<file path="config.mk">
export PLATFORM = sky130hd
export DESIGN_NAME = rot_cascade
export DESIGN_NICKNAME = d
export VERILOG_FILES = /design/src/rtl/rc_pkg.sv /design/src/rtl/rc_rot_core.sv /design/src/rtl/rc_scale_core.sv /design/src/rtl/rc_stage.sv /design/src/rtl/rot_cascade.sv
export SDC_FILE = /design/constraint.sdc
export NUM_CORES = 1
export LEC_CHECK = 0
export BUFFER_PORTS_ARGS = -buffer_cell sky130_fd_sc_hd__buf_2
export CAP_MARGIN = 0
export CORE_UTILIZATION = 50
export CTS_BUF_LIST = sky130_fd_sc_hd__clkbuf_2 sky130_fd_sc_hd__clkbuf_4 sky130_fd_sc_hd__clkbuf_8
export DETAILED_ROUTE_END_ITERATION = 8
export GPL_ROUTABILITY_DRIVEN = 0
export PLACE_DENSITY = 0.69
export SYNTH_ARGS = -nofsm -noshare
export SYNTH_HDL_FRONTEND = slang
export SYNTH_SLANG_ARGS = --single-unit
</file>
<file path="constraint.sdc">
create_clock -name clk -period 2.35 [get_ports clk]
set_input_delay 0.235 -clock clk [delete_from_list [all_inputs] [get_ports clk]]
set_output_delay 0.235 -clock clk [all_outputs]
set_load 0.05 [all_outputs]
</file>
<file path="src/rtl/rc_pkg.sv">
package rc_pkg;

    localparam int COORD_W = 16;
    localparam int WIDE_W  = COORD_W + 1;

    typedef logic signed [COORD_W-1:0] coord_t;
    typedef logic signed [WIDE_W-1:0]  wide_t;

    typedef struct packed {
        coord_t x;
        coord_t y;
    } vec_t;

    // One guard bit above the stored width, used to detect overflow.
    typedef struct packed {
        wide_t x;
        wide_t y;
    } wvec_t;

    typedef enum logic {
        STG_ROTATE = 1'b0,
        STG_SCALE  = 1'b1
    } stage_kind_e;

    function automatic wide_t widen(input coord_t v);
        return {v[COORD_W-1], v};
    endfunction

    function automatic wide_t wide_asr(input coord_t v, input int s);
        return widen(coord_t'(v >>> s));
    endfunction

endpackage

</file>
<file path="src/rtl/rc_rot_core.sv">
module rc_rot_core
    import rc_pkg::*;
#(
    parameter int SHIFT = 1,
    parameter bit SUB   = 1'b0
) (
    input  vec_t  a,
    output wvec_t r
);
    wide_t wx, wy, sx, sy;

    always_comb begin
        wx = widen(a.x);
        wy = widen(a.y);
        sx = wide_asr(a.y, SHIFT);   // cross-coupled operand for X
        sy = wide_asr(a.x, SHIFT);   // cross-coupled operand for Y
    end

    generate
        if (SUB) begin : g_cw
            assign r.x = wx + sx;
            assign r.y = wy - sy;
        end else begin : g_ccw
            assign r.x = wx - sx;
            assign r.y = wy + sy;
        end
    endgenerate
endmodule

</file>
<file path="src/rtl/rc_scale_core.sv">
module rc_scale_core
    import rc_pkg::*;
#(
    parameter int SHIFT = 3,
    parameter bit SUB   = 1'b0
) (
    input  vec_t  a,
    output wvec_t r
);
    wide_t wx, wy, sx, sy;

    always_comb begin
        wx = widen(a.x);
        wy = widen(a.y);
        sx = wide_asr(a.x, SHIFT);   // own-coordinate operand
        sy = wide_asr(a.y, SHIFT);
    end

    generate
        if (SUB) begin : g_shrink
            assign r.x = wx - sx;
            assign r.y = wy - sy;
        end else begin : g_grow
            assign r.x = wx + sx;
            assign r.y = wy + sy;
        end
    endgenerate
endmodule

</file>
<file path="src/rtl/rc_stage.sv">
module rc_stage
    import rc_pkg::*;
#(
    parameter int          SHIFT = 1,
    parameter bit          SUB   = 1'b0,
    parameter stage_kind_e KIND  = STG_ROTATE
) (
    input  logic clk,
    input  logic rst,
    input  logic vld_i,
    input  vec_t d_i,
    output logic vld_o,
    output vec_t d_o
);
    wvec_t nxt;

    generate
        if (KIND == STG_SCALE) begin : g_scale
            rc_scale_core #(.SHIFT(SHIFT), .SUB(SUB)) u_core (.a(d_i), .r(nxt));
        end else begin : g_rot
            rc_rot_core #(.SHIFT(SHIFT), .SUB(SUB)) u_core (.a(d_i), .r(nxt));
        end
    endgenerate

    always_ff @(posedge clk) begin
        if (rst) begin
            vld_o <= 1'b0;
            d_o   <= '0;
        end else begin
            vld_o <= vld_i;
            if (vld_i) begin
                d_o.x <= nxt.x[COORD_W-1:0];
                d_o.y <= nxt.y[COORD_W-1:0];
            end
        end
    end

    // the guard bit agrees with the sign bit whenever a result is taken
    a_r8_no_overflow: assert property (@(posedge clk) disable iff (rst)
        vld_i |-> (nxt.x[COORD_W] == nxt.x[COORD_W-1]) &&
                  (nxt.y[COORD_W] == nxt.y[COORD_W-1]));

    // a bubble leaves the stage data untouched
    a_r7_hold_on_bubble: assert property (@(posedge clk) disable iff (rst)
        !vld_i |=> $stable(d_o));

    // leaving reset, the stage is empty and zeroed
    a_r1_reset_clears: assert property (@(posedge clk) disable iff (rst)
        $past(rst) |-> (!vld_o && d_o == '0));
endmodule

</file>
<file path="src/rtl/rot_cascade.sv">
module rot_cascade
    import rc_pkg::*;
#(
    parameter int                   NSTAGE    = 7,
    parameter logic [NSTAGE*8-1:0]  SHIFT_VEC = {8'd9, 8'd6, 8'd3, 8'd7, 8'd5, 8'd3, 8'd1},
    parameter logic [NSTAGE-1:0]    SUB_VEC   = 7'b1010000,
    parameter logic [NSTAGE-1:0]    KIND_VEC  = 7'b1110000
) (
    input  logic               clk,
    input  logic               rst,
    input  logic               in_valid,
    input  logic [COORD_W-1:0] in_x,
    input  logic [COORD_W-1:0] in_y,
    output logic               out_valid,
    output logic [COORD_W-1:0] out_x,
    output logic [COORD_W-1:0] out_y
);
    localparam int LAST = NSTAGE;

    vec_t chain_d [LAST+1];
    logic chain_v [LAST+1];

    assign chain_v[0]   = in_valid;
    assign chain_d[0].x = in_x;
    assign chain_d[0].y = in_y;

    generate
        for (genvar gi = 0; gi < NSTAGE; gi++) begin : g_stage
            rc_stage #(
                .SHIFT(int'(SHIFT_VEC[gi*8 +: 8])),
                .SUB  (SUB_VEC[gi]),
                .KIND (stage_kind_e'(KIND_VEC[gi]))
            ) u_stage (
                .clk  (clk),
                .rst  (rst),
                .vld_i(chain_v[gi]),
                .d_i  (chain_d[gi]),
                .vld_o(chain_v[gi+1]),
                .d_o  (chain_d[gi+1])
            );

            // a valid flag at a stage output came from its predecessor one cycle earlier
            a_r2_valid_chain: assert property (@(posedge clk) disable iff (rst)
                chain_v[gi+1] |-> $past(chain_v[gi]));
        end
    endgenerate

    assign out_valid = chain_v[LAST];
    assign out_x     = chain_d[LAST].x;
    assign out_y     = chain_d[LAST].y;
endmodule

</file>
After elaboration in Yosys (flattened, before gate mapping) --
Cells that the tools add are included.
Storage, ports and cells: input bits 35, register bits 231
Operators by class: $add $sub $neg 14
Operators by type and width (number):
- $sub 16x13->16 | 3
- $add 16x10->16 | 2
- $sub 16x7->16 | 2
- $add 16x11->16 | 1
- $add 16x13->16 | 1
- $add 16x15->16 | 1
- $add 16x9->16 | 1
- $sub 16x11->16 | 1
- $sub 16x15->16 | 1
- $sub 16x9->16 | 1

Logic depth before layout (Yosys ltp) --
depth after elaboration 1, mapped depth 11

Cells and area by module --
Synthesis repeated with hierarchy kept, for this count alone.
Unflattened totals: cell total of the unflattened synthesis 2201, area, all modules 19268.5 um^2
By module, submodules not included:
- rc_stage | cells each 106, times used 7, seq. area each 660.6 um^2, area an instance 1202.4 um^2
- rc_scale_core (g_stage[4].u_stage.g_scale.u_core) | cells each 258, times used 1, seq. area each 0.0 um^2, area an instance 1815.5 um^2
- rc_scale_core (g_stage[6].u_stage.g_scale.u_core) | cells each 244, times used 1, seq. area each 0.0 um^2, area an instance 1724.2 um^2
- rc_rot_core (g_stage[3].u_stage.g_rot.u_core) | cells each 197, times used 1, seq. area each 0.0 um^2, area an instance 1516.5 um^2
- rc_rot_core (g_stage[2].u_stage.g_rot.u_core) | cells each 203, times used 1, seq. area each 0.0 um^2, area an instance 1495.2 um^2
- rc_rot_core (g_stage[0].u_stage.g_rot.u_core) | cells each 194, times used 1, seq. area each 0.0 um^2, area an instance 1486.4 um^2
- rc_rot_core (g_stage[1].u_stage.g_rot.u_core) | cells each 192, times used 1, seq. area each 0.0 um^2, area an instance 1478.9 um^2
- rc_scale_core (g_stage[5].u_stage.g_scale.u_core) | cells each 171, times used 1, seq. area each 0.0 um^2, area an instance 1335.0 um^2

Worst setup path before layout --
OpenSTA, ideal clock, no wires.
path type input to register, start input in_x[1], end register g_stage[0].u_stage.d_o[14] (netlist name), path slack -0.191 ns, cell stages on the path 10, arrival 2.404 ns, path buffers 0, setup time 0.136 ns, cell sequence ha_1 -> fa_1 -> a21o_1 -> a21oi_1 -> o21bai_1 -> a2111o_1 -> and2_1 -> a41oi_1 -> mux2i_1 -> o311ai_1
On the way: cells in the longest elaborated chain, start to end 1
RTL lines:
- start: declaration | line rot_cascade.sv:12 | input logic [COORD_W-1:0] in_x,
- $add 16x15->16 | line rc_rot_core.sv:25 | assign r.y = wy + sy;
- end: declaration | line rc_stage.sv:13 | output vec_t d_o
No other way between the ends. A chain may end at the register's enable or synchronous reset.

Worst setup path after layout --
start register g_stage[1].u_stage.d_o[0] (netlist name), end register g_stage[2].u_stage.d_o[12] (netlist name)
On the way: cells in the longest elaborated chain, start to end 1
RTL lines (line):
- start: declaration | rc_stage.sv:13
- $add 16x11->16 | rc_rot_core.sv:25
- end: declaration | rc_stage.sv:13
No other way between the ends.

==> flow_summary_export.csv <==
group,metric,value,unit
outcome,status,"finished with violations",
sta,finalSetupViolCount,6,
synth,synth_cells,2126,
detailed_routing,num_vias,16100,
detailed_routing,wl_per_cell,16.5,µm
placed_design,io_buffers,67,
clock_tree,h-tree-depth,2,
die,die_h,190,µm
power_and_ir_drop,power_density,615,nW/µm²
placed_design,detailedPlace.worstSlack,-267,ps
synth,synth_edf_count,0,
power_and_ir_drop,irDropWorstVdd,0.545,mV
placed_design,dp_hpwl,34100,µm
final_layout,drive_above_1_share,23.2,%
final_layout,diodes,0,
final_layout,nets,2596,
global_routing,grt_pass1_wl,75200,µm
clock_tree,cts-buffers-inserted,43,
global_routing,grt_overflow,0,
synth,syn_area,17600,µm²
detailed_routing,dr.pass1.iters,5,
synth,synth_area_leaders,"dfxtp_1 26%, ha_1 15%, mux2i_1 5.9%",
sta,tightest_slew,690,ps
clock_tree,clk_pin_slew,60,ps
synth,syn_nets,2385,
die,num_rows,68,
final_layout,multi_input_area,12900,µm²
global_routing,first_global_vias,15500,
synth,yosys_warnings,0,
synth,synth_area_leader_cell,"dfxtp_1",
worst_setup_path,start_kind,"flip-flop",
synth,ys_seq_area_share,26.2,%
detailed_routing,via_per_inst,5.70,
final_layout,fillCellCount,2974,
synth,ys.flop_type,"dfxtp_1",
detailed_routing,antenna_left,0,
flow_run,cap_violations,0,
die,core-area,34600,µm²
min_path,hold_path_class,"input pin to flip-flop",
global_routing,grt_max_degree,91,
sta,period_share,104,%
detailed_routing,routed_wl,46600,µm
synth,synth.top_cells.by_count,"243 x nor2_1, 231 x dfxtp_1, 210 x ha_1",
sta,slew_headroom,53.9,%
sta,fin_setup_tns,-275,ps
synth,synth_cell_types,86,
outcome,violations,"negative setup slack",
clock_tree,cts_tree,"done",
sta,rsz0062_at_grt,"yes",
sta,fmax,407,MHz
final_layout,regArea,4680,µm²
detailed_routing,drt_iter0_markers,806,
global_routing,antenna_found_initial,0,
sta,hold_viol,0,
synth,synthArstFlopShare,0,%
worst_setup_path,crit_path_max_fanout,2,
worst_setup_path,endpoint_kind,"flip-flop",
worst_setup_path,critPathKind,"flip-flop to flip-flop",
die,die-area,36000,µm²
final_layout,area_growth,21.5,%
clock_tree,cts_root_buf,"clkbuf_8",
power_and_ir_drop,power_leakage,9.38,nW
die,start_util,50.9,%
sta,setup_ws,-106,ps
sta,fin_crit,2460,ps
sta,clock_skew,48.7,ps
synth,yosysTopAreaCellShare,26.2,%
synth,synth.avg_cell_area,8.29,µm²
synth,synth_most_common_cell,"nor2_1",
die,die_w,190,µm
detailed_routing,drc,0,
die,ioPinCount,68,
clock_tree,clockBufferDepth,3,
clock_tree,clock_sinks,231,
worst_setup_path,crit_arrival,2910,ps
synth,ys_ff_latch,231,
worst_setup_path,required,2800,ps
global_routing,grtUsageTotal,25.2,%
sta,drv_slew,0,
clock_tree,clock_latency,620,ps
-- kinds of logic (layout without fill, tap and decap cells) --
family	Yosys count	after routing	share of synthesized area [%]
DFF	231	231	26.2
adders and majority gates	224	224	16.5
and+or+nand+nor	624	624	17.0
muxes	106	106	6.03
xor gates and xnor gates	127	127	6.31
buffers and inverters	240	480	5.80
AOI/OAI and AO/OA	574	574	22.2
-- timing repair --
action / 4_1_cts / 5_1_grt
setup buffers: 12 / 24
hold buffers: 1 / 0
endpoints found under the setup margin: 41 / 74
pin swaps: 41 / 101
resized for setup: 69 / 167
cloned: 0 / 0
hold endpoints to repair: 8 / 0
-- layout make-up --
type	instances	area share [%]
Multi-Input combinational cell	1655	60.1
Sequential cell	231	21.9
Timing Repair Buffer	266	8.72
Clock buffer	65	3.71
Tap cell	455	2.66
Inverter	140	2.45
Clock inverter	9	0.543
-- cell usage in the layout (no fill, tap or decap), types with 9 or more instances in the layout --
cell	instances
a21oi_1	120
o21ai_1	16
nor2_1	242
mux2i_1	104
a21o_1	69
a21oi_2	30
xor2_1	42
dfxtp_2	33
dfxtp_1	194
o21ai_0	54
buf_2	66
inv_1	126
ha_4	20
nor2b_1	32
a31oi_1	12
ha_1	187
fa_2	12
nand2_1	103
buf_4	195
a211oi_1	55
inv_2	11
nand2b_1	38
xnor2_1	83
clkbuf_4	16
o21bai_1	11
nor3_1	61
o21ai_2	17
nor3b_1	12
o211ai_1	9
o21a_1	39
nand4_1	13
clkbuf_8	49
nand3_1	29
o31ai_1	12
and3_1	20
and2_1	11
or3_1	9
-- registers in the layout, summed over array words and instances, names as in the netlist --
signal,flops
g_stage.u_stage.d_o,224
g_stage.u_stage.vld_o,7
-- critical path: stages, from the launching register on --
cell      delay (ps)
dfxtp_2          330
ha_4             160
fa_2             340
a21o_1           190
a21o_1           190
a2111o_1         420
a21oi_2          190
nor2_1            70
o21ai_2          130
mux2i_1          200
o311ai_1         110
-- worst paths after layout --
check,startpoint,slack (ps),to,depth (start not counted)
worst max-delay path,g_stage[1].u_stage.d_o[0]$_SDFFE_PP0P_,-110,g_stage[2].u_stage.d_o[12]$_SDFFE_PP0P_,10
worst min-delay path,in_y[0],30,g_stage[0].u_stage.d_o[0]$_SDFFE_PP0P_,4
worst max register to register,g_stage[1].u_stage.d_o[0]$_SDFFE_PP0P_,-110,g_stage[2].u_stage.d_o[12]$_SDFFE_PP0P_,10
worst min register to register,g_stage[6].u_stage.d_o[9]$_SDFFE_PP0P_,460,g_stage[6].u_stage.d_o[9]$_SDFFE_PP0P_,2
-- where the power goes --
part | switching [mW] | internal [mW]
clock | 1.82 | 2.38
combinational | 2.41 | 2.24
sequential | 0.206 | 4.12
total | 4.44 | 8.74
-- routing by layer --
layer	share of wire, %	up-vias	wire length [µm]	track usage, %
met1	44	7636	20400	30.4
met5	0	-	0	0
met4	2.5	0	1190	7.85
met3	3.3	93	1540	3.17
met2	50	265	23500	46.0
li1	-	8080	-	-
-- metrics by stage --
stage | power, mW | area (µm²) | utilization, % | std cells | hold slack [ps]
global placement | 8.41 | 19300 | 55.8 | 2712 | 449
floorplan | 7.20 | 17700 | - | 2126 | 438
global route | 13.9 | 21400 | 61.8 | 2821 | 23.2
finish | 13.2 | 21400 | 61.8 | 2821 | 34.9
CTS | 12.9 | 20600 | 59.5 | 2799 | 5.36
detailed placement | 8.50 | 19300 | 55.8 | 2712 | 451
Note: power is estimated with default switching activity, not from simulation.
